--- src/rtl/burst_pkg.sv ---
package burst_pkg;
  localparam int OFS_W = 3;
  typedef enum logic [1:0] {BL_BAD = 2'd0, BL_2 = 2'd1, BL_4 = 2'd2, BL_8 = 2'd3} blen_e;
  typedef enum logic {ORD_SEQ = 1'b0, ORD_ILV = 1'b1} order_e;
endpackage

--- src/rtl/burst_ctrl.sv ---
module burst_ctrl
  import burst_pkg::*;
(
  input  logic             clk_i,
  input  logic             rst_ni,
  input  logic             start_i,
  input  logic [1:0]       blen_i,
  output logic             load_o,
  output logic [1:0]       code_o,
  output logic [OFS_W-1:0] beat_o,
  output logic             valid_o,
  output logic             last_o,
  output logic             err_o
);
  logic             active_q, err_q;
  logic [OFS_W-1:0] beat_q;
  logic [1:0]       code_q;
  logic [OFS_W:0]   len;
  logic [OFS_W-1:0] lim;
  logic             legal;

  assign legal  = (blen_i != BL_BAD);
  assign load_o = start_i && legal;
  assign len    = (OFS_W+1)'(1) << code_q;
  assign lim    = OFS_W'(len - (OFS_W+1)'(1));

  always_ff @(posedge clk_i or negedge rst_ni) begin
    if (!rst_ni) begin
      active_q <= 1'b0;
      beat_q   <= '0;
      code_q   <= BL_2;
      err_q    <= 1'b0;
    end else begin
      err_q <= start_i && !legal;
      if (load_o) begin
        active_q <= 1'b1;
        beat_q   <= '0;
        code_q   <= blen_i;
      end else if (active_q) begin
        if (beat_q == lim) active_q <= 1'b0;
        else beat_q <= beat_q + OFS_W'(1);
      end
    end
  end

  assign code_o  = code_q;
  assign beat_o  = beat_q;
  assign valid_o = active_q;
  assign last_o  = active_q && (beat_q == lim);
  assign err_o   = err_q;
endmodule

--- src/rtl/burst_order.sv ---
module burst_order
  import burst_pkg::*;
(
  input  logic [OFS_W-1:0] base_i,
  input  logic [OFS_W-1:0] beat_i,
  input  logic [1:0]       code_i,
  input  logic             ilv_i,
  output logic [OFS_W-1:0] low_o
);
  logic [OFS_W:0]   len;
  logic [OFS_W-1:0] mask, ofs, ord;

  always_comb begin
    len  = (OFS_W+1)'(1) << code_i;
    mask = OFS_W'(len - (OFS_W+1)'(1));
    ofs  = base_i & mask;
    ord  = (ilv_i == ORD_ILV) ? (ofs ^ beat_i) : (ofs + beat_i);
    // bits outside the burst field keep the start value
    low_o = (base_i & ~mask) | (ord & mask);
  end
endmodule

--- src/rtl/burst_col_gen.sv ---
module burst_col_gen
  import burst_pkg::*;
#(
  parameter int COL_W = 10
) (
  input  logic             clk_i,
  input  logic             rst_ni,
  input  logic             start_i,
  input  logic [COL_W-1:0] col_i,
  input  logic [1:0]       blen_i,
  input  logic             ilv_i,
  output logic [COL_W-1:0] col_o,
  output logic             valid_o,
  output logic             last_o,
  output logic             blen_err_o
);
  logic [COL_W-1:0] col_q;
  logic             ilv_q, load;
  logic [1:0]       code;
  logic [OFS_W-1:0] beat, low;

  burst_ctrl u_ctrl (
    .clk_i, .rst_ni, .start_i, .blen_i,
    .load_o(load), .code_o(code), .beat_o(beat),
    .valid_o, .last_o, .err_o(blen_err_o)
  );

  always_ff @(posedge clk_i or negedge rst_ni) begin
    if (!rst_ni) begin
      col_q <= '0;
      ilv_q <= 1'b0;
    end else if (load) begin
      col_q <= col_i;
      ilv_q <= ilv_i;
    end
  end

  burst_order u_order (
    .base_i(col_q[OFS_W-1:0]), .beat_i(beat), .code_i(code),
    .ilv_i(ilv_q), .low_o(low)
  );

  generate
    if (COL_W > OFS_W) begin : g_hi
      assign col_o = {col_q[COL_W-1:OFS_W], low};
    end else begin : g_lo
      assign col_o = low[COL_W-1:0];
    end
  endgenerate
endmodule

--- config.mk ---
export PLATFORM = sky130hd
export DESIGN_NAME = burst_col_gen
export DESIGN_NICKNAME = d
export VERILOG_FILES = /design/src/rtl/burst_pkg.sv /design/src/rtl/burst_ctrl.sv /design/src/rtl/burst_order.sv /design/src/rtl/burst_col_gen.sv
export SDC_FILE = /design/constraint.sdc
export NUM_CORES = 1
export LEC_CHECK = 0
export CELL_PAD_IN_SITES_DETAIL_PLACEMENT = 1
export CELL_PAD_IN_SITES_GLOBAL_PLACEMENT = 2
export CORE_UTILIZATION = 26
export CTS_CLUSTER_DIAMETER = 40
export DETAILED_ROUTE_END_ITERATION = 8
export PLACE_DENSITY_LB_ADDON = 0.1
export SYNTH_ARGS = -nofsm -noshare
export SYNTH_HDL_FRONTEND = slang
export SYNTH_SLANG_ARGS = --single-unit
--- constraint.sdc ---
create_clock -name clk_i -period 1.9 [get_ports clk_i]
set_input_delay 0.38 -clock clk_i [delete_from_list [all_inputs] [get_ports clk_i]]
set_output_delay 0.38 -clock clk_i [all_outputs]
set_load 0.005 [all_outputs]
== Yosys cells after proc, flatten, opt, wreduce, memory -nomap -nowiden ==
Cells that the tools add are included.

* Register bits: 18
* Input port bits: 16
* Word-level logic and storage cells: 32
* Output and inout bits: 13

* Shift-type cells: 1
* Eq/ne operators: 2
* Bitwise logic cells: 6
* Reduce and logical (&&, ||, !) cells: 7
* Muxes and demuxes: 7
* Add/subtract/negate cells: 3

{| class="wikitable"
|+ Operators by type and width
! operator !! count
|-
| $mux W3 || 4
|-
| $and A3 B3 Y3 || 3
|-
| $reduce_bool A2 Y1 || 2
|-
| $add A3 B1 Y3 const B || 1
|-
| $add A3 B3 Y3 || 1
|-
| $eq A3 B3 Y1 || 1
|-
| $logic_and A1 B1 Y1 || 3
|-
| $mux W1 || 3
|-
| $not A3 Y3 || 1
|-
| $or A3 B3 Y3 || 1
|-
| $shl A1 B2 Y3 const A || 1
|-
| $sub A3 B1 Y3 const B || 1
|-
| $xor A3 B3 Y3 || 1
|-
| $ne A2 B2 Y1 const B || 1
|-
| $reduce_and A2 Y1 || 1
|-
| $logic_not A1 Y1 || 1
|}

== Depth between registers and ports, before layout ==
Gate-level depths: netlist of run 1.

* Depth after elaboration: 7
* Mapped depth: 9
* Depth with buffers taken out: 8

== Cells and area by module ==
Synthesis of run 1 repeated with hierarchy kept, for this count alone.

* Cell total of the unflattened synthesis: 85
* Area total of the unflattened synthesis: 1007.2 sq um

{| class="wikitable"
|+ Modules (own cells, without submodules)
! module !! sequential area each (sq um) !! times used !! cells each !! area an instance (sq um)
|-
| burst_col_gen || 275.3 || 1 || 30 || 500.5
|-
| burst_ctrl || 176.4 || 1 || 37 || 354.1
|-
| burst_order || 0.0 || 1 || 18 || 152.6
|}

== Worst setup path after synthesis of run 1 ==
OpenSTA, ideal clock, no wires.

* Path type: reg2out
* Start point: register u_ctrl.code_q[1] (netlist: u_ctrl.code_o[1])
* End point: output col_o[2]
* Data required time: 1.520 ns
* Path slack: -0.221 ns
* Path buffers: 1
* Stages on the path, launching flop included: 10
* Arrival: 1.741 ns
* Cell sequence: dfrtp_1 -> buf_2 -> nor2_1 -> nor2b_1 -> ha_1 -> fa_1 -> nand2b_1 -> xnor2_1 -> nand3_1 -> xnor2_1

* Cells in the longest elaborated chain, start to end: 7
* Elaborated cells between the ends (all ways): 10
* Classes of those cells: add/sub (2); shift (1); mux (1); bitwise (6)

{| class="wikitable"
|+ Ends and longest elaborated chain
! element !! line !! source
|-
| start: declaration || burst_ctrl.sv:17 || <nowiki>logic [1:0] code_q;</nowiki>
|-
| start signal: assignment || burst_ctrl.sv:38 || <nowiki>code_q <= blen_i;</nowiki>
|-
| $shl A1 B2 Y3 * || burst_order.sv:14 || <nowiki>len = (OFS_W+1)'(1) << code_i;</nowiki>
|-
| $sub A3 B1 Y3 * || burst_order.sv:15 || <nowiki>mask = OFS_W'(len - (OFS_W+1)'(1));</nowiki>
|-
| $and A3 B3 Y3 || burst_order.sv:16 || <nowiki>ofs = base_i & mask;</nowiki>
|-
| $add A3 B3 Y3 or $xor A3 B3 Y3 (tied branches) || burst_order.sv:17 || <nowiki>ord = (ilv_i == ORD_ILV) ? (ofs ^ beat_i) : (ofs + beat_i);</nowiki>
|-
| $mux W3 || burst_order.sv:17 ||
|-
| $and A3 B3 Y3 || burst_order.sv:19 || <nowiki>low_o = (base_i & ~mask) | (ord & mask);</nowiki>
|-
| $or A3 B3 Y3 * || burst_order.sv:19 ||
|-
| end: declaration || burst_col_gen.sv:12 || <nowiki>output logic [COL_W-1:0] col_o,</nowiki>
|}

Every way passes the cells marked *; elsewhere a longest branch is shown, timed or not.

== Worst setup path after layout of run 1 ==
Same ends and word-level chain as after synthesis.

==> impl_metrics.py, run 1 <==
metrics = {
    "timing": {
        "min_period_ns": 2.29,
        "slew_viol_final": 0,
        "worstMarginPinSlew_ns": 0.284,
        "period_share_pct": 120,
        "setup_viol": 4,
        "rsz0062_at_grt": "true",
        "slew_headroom_pct": 81.0,
        "skew_ns": 0.00456,
        "hold_viol": 0,
        "fin_ws_ns": -0.388,
        "setup-tns-final_ns": -1.04,
        "fmax_mhz": 437,
    },
    "setup_path": {
        "critPathLaunchType": "register",
        "arrival_ns": 1.91,
        "cp_max_fo": 3,
        "max_stage_delay_ns": 0.43,
        "path_cells": "nor2_4, nor2b_1, ha_2, fa_2, nand2b_1, xnor2_1, nand3_1, xnor2_1, buf_2",
        "crit_slowest_cell": "dfrtp_1",
        "end_kind": "primary output",
        "path_common_cell": "xnor2_1",
        "worstSetupPathType": "register to primary output",
        "critical_path_required_ns": 1.52,
    },
    "drt": {
        "drc_errors": 0,
        "drtPass1Iterations": 2,
        "vias_per_cell": 4.38,
        "vias": 771,
        "ant_nets": 0,
        "wire_per_inst_um": 13.2,
        "wirelength_um": 2320,
        "first_iter_violations": 26,
    },
    "floorplan": {
        "dieWidth_um": 64.8,
        "design.portCount": 29,
        "die_area_um2": 4200,
        "core_region_area_um2": 3720,
        "placementRows": 22,
        "start_util_pct": 27.6,
        "die_y_um": 64.8,
    },
    "global_route": {
        "grt_max_degree": 19,
        "antenna_found_initial": 0,
        "grt_usage_pct": 12.8,
        "grt_pass1_wl_um": 4000,
        "first_global_vias": 845,
        "gr-total-overflow": 0,
    },
    "pwr": {
        "power_density_nw_per_um2": 944,
        "vdd_ir_drop_max_mv": 0.378,
        "total_power_uw": 1400,
        "leakage_uw": 0.000647,
    },
    "run_status": {
        "failed_checks": "negative setup slack",
        "status": "finished with violations",
    },
    "placed_design": {
        "routabilityCongestion": 0.706,
        "dp_hpwl_um": 1730,
        "port_buffers": 28,
    },
    "clock_tree": {
        "h-tree-depth": 1,
        "cts_root_buf": "clkbuf_8",
        "cts_tree": "built",
        "cts_num_sinks": 18,
        "ctsHoldBuffers": 0,
        "clk_pin_slew_ns": 0.07,
        "numCtsBuffers": 3,
        "clk_path_buf_depth": 2,
        "insertion_delay_ns": 0.25,
    },
    "yosys": {
        "ys_ff_latch": 18,
        "synth_top_area_cell": "dfrtp_1",
        "ys.flop_type": "dfrtp_1",
        "synth_warnings": 0,
        "synth.top_cells.by_area": "dfrtp_1 42%, mux2_1 13%, buf_4 5.1%",
        "synth_nets": 109,
        "syn_inst": 89,
        "async_reset_ff_share_pct": 100,
        "synth_most_common_cell": "dfrtp_1",
        "synth_top_area_share_pct": 41.5,
        "synth_edf_count": 0,
        "avgSynthCellArea_um2": 11.5,
        "synth_area_um2": 1020,
        "ys_seq_area_share_pct": 44.1,
        "synth_common_cells": "17 x dfrtp_1, 12 x mux2_1, 10 x nand2_1",
        "ys_types": 30,
    },
    "layout": {
        "nNetsFinal": 149,
        "antenna_cells": 0,
        "drive_gt1_share_pct": 28.1,
        "nFillCells": 444,
        "syn_to_final_growth_pct": 44.9,
    },
    "flow_run": {
        "cap_violations": 0,
    },
    "min_path": {
        "hold_path.class": "primary input to async pin",
    },
}
[per-layer routing]
metal	track usage, %	vias to the layer above	part of all wire (%)
met2	22.3	17	50
li1	-	378	-
met4	5.83	0	0.86
met1	15.2	374	45
met5	0	-	0
met3	2.11	2	4.0
[cell families (layout without fill, tap and decap cells)]
kind of cell	after synthesis	in the layout	share of synthesized area, %
mux	14	14	15.1
simple gates	28	28	17.1
xor+xnor	3	3	2.56
buf+inv	11	50	7.69
flops	18	18	44.1
compound gates	11	11	7.81
fa+ha+maj	4	4	5.62
[metrics by stage]
| step | utilization [%] | hold slack, ns | instance area, um2 | setup slack [ns] | instances |
|---|---|---|---|---|---|
| 6_report | 40.0 | 0.458 | 1490 | -0.388 | 176 |
| 5_1_grt | 40.0 | 0.482 | 1490 | -0.491 | 176 |
| 4_1_cts | 40.0 | 0.467 | 1490 | -0.427 | 176 |
| 3_5_place_dp | 38.1 | 0.484 | 1420 | -0.563 | 168 |
| 3_3_place_gp | 38.1 | 0.472 | 1420 | -0.518 | 168 |
| 2_1_floorplan | - | 0.0844 | 1050 | -0.0901 | 89 |
[final cells by class]
class | instances | area, um2 | share of cell area [%]
Sequential cell | 18 | 452 | 30.4
Multi-Input combinational cell | 60 | 507 | 34.1
Tap cell | 48 | 60.1 | 4.04
Timing Repair Buffer | 46 | 412 | 27.7
Clock buffer | 4 | 55.1 | 3.71
[sequential cells by signal, summed over array words and instances, names as in the netlist]
register        count
col_q              10
u_ctrl.code_o       2
u_ctrl.beat_o       3
u_ctrl.err_o        1
ilv_q               1
u_ctrl.valid_o      1
[cells in the final DEF, fill, tap and decap left out]
master / instances
clkbuf_8: 4
nor4b_4: 1
ha_1: 2
xnor2_1: 2
mux2i_1: 2
buf_6: 1
xor2_1: 1
o21ai_1: 1
ha_2: 1
a21boi_1: 2
buf_12: 1
nor3b_1: 1
a21oi_1: 3
nand2_1: 10
nor2_4: 1
o21ai_0: 3
nand3_1: 2
o21ai_2: 1
and4bb_4: 1
fa_2: 1
nor2_1: 3
buf_4: 16
mux2_1: 12
clkdlybuf4s50_1: 24
dfstp_2: 1
nand2b_2: 1
nor2b_1: 1
o31ai_4: 1
dfrtp_1: 17
nand3b_1: 1
nand2b_1: 2
and2_1: 1
buf_2: 4
and4_4: 1
nand4_1: 2
[final timing paths]
kind	startpoint	end	slack [ns]	cells past startpoint
setup / recovery	u_ctrl.code_o[1]	col_o[2]	-0.39	9
hold / removal	rst_ni	col_q[8]	0.46	2
setup reg to reg	u_ctrl.code_o[0]	u_ctrl.beat_o[2]	0.22	7
hold reg to reg	col_q[8]	col_q[8]	0.50	1
max in group asynchronous	rst_ni	u_ctrl.code_o[0]	1.18	2
min in group clk_i	col_q[8]	col_q[8]	0.50	1
[power by group]
group          internal (uW)  switching (uW)
registers                452            63.8
clock network            184             135
logic                    327             240
total                    964             438
[critical path, delay by kind of cell (launching register included)]
family | cells | cell delay, ns
adder cells (fa/ha/maj) | 2 | 0.49
XOR/XNOR | 2 | 0.26
buffers and inverters | 1 | 0.13
AND/OR/NAND/NOR | 4 | 0.35
flip-flops | 1 | 0.43
[what timing repair did]
action / in CTS / in global routing
hold endpoints to repair: 0 / 0
setup endpoints to repair: 4 / 4
buffers inserted: 5 / 1
pin swaps: 9 / 4
gates resized for setup: 17 / 1
No activity file was read; power rests on OpenSTA's default activity.
==> run 2, diff against run 1 <==
GPL_ROUTABILITY_DRIVEN = 0   (was default)
==> results of run 2 <==
Final layout, timing and power as in run 1 (identical DEF).
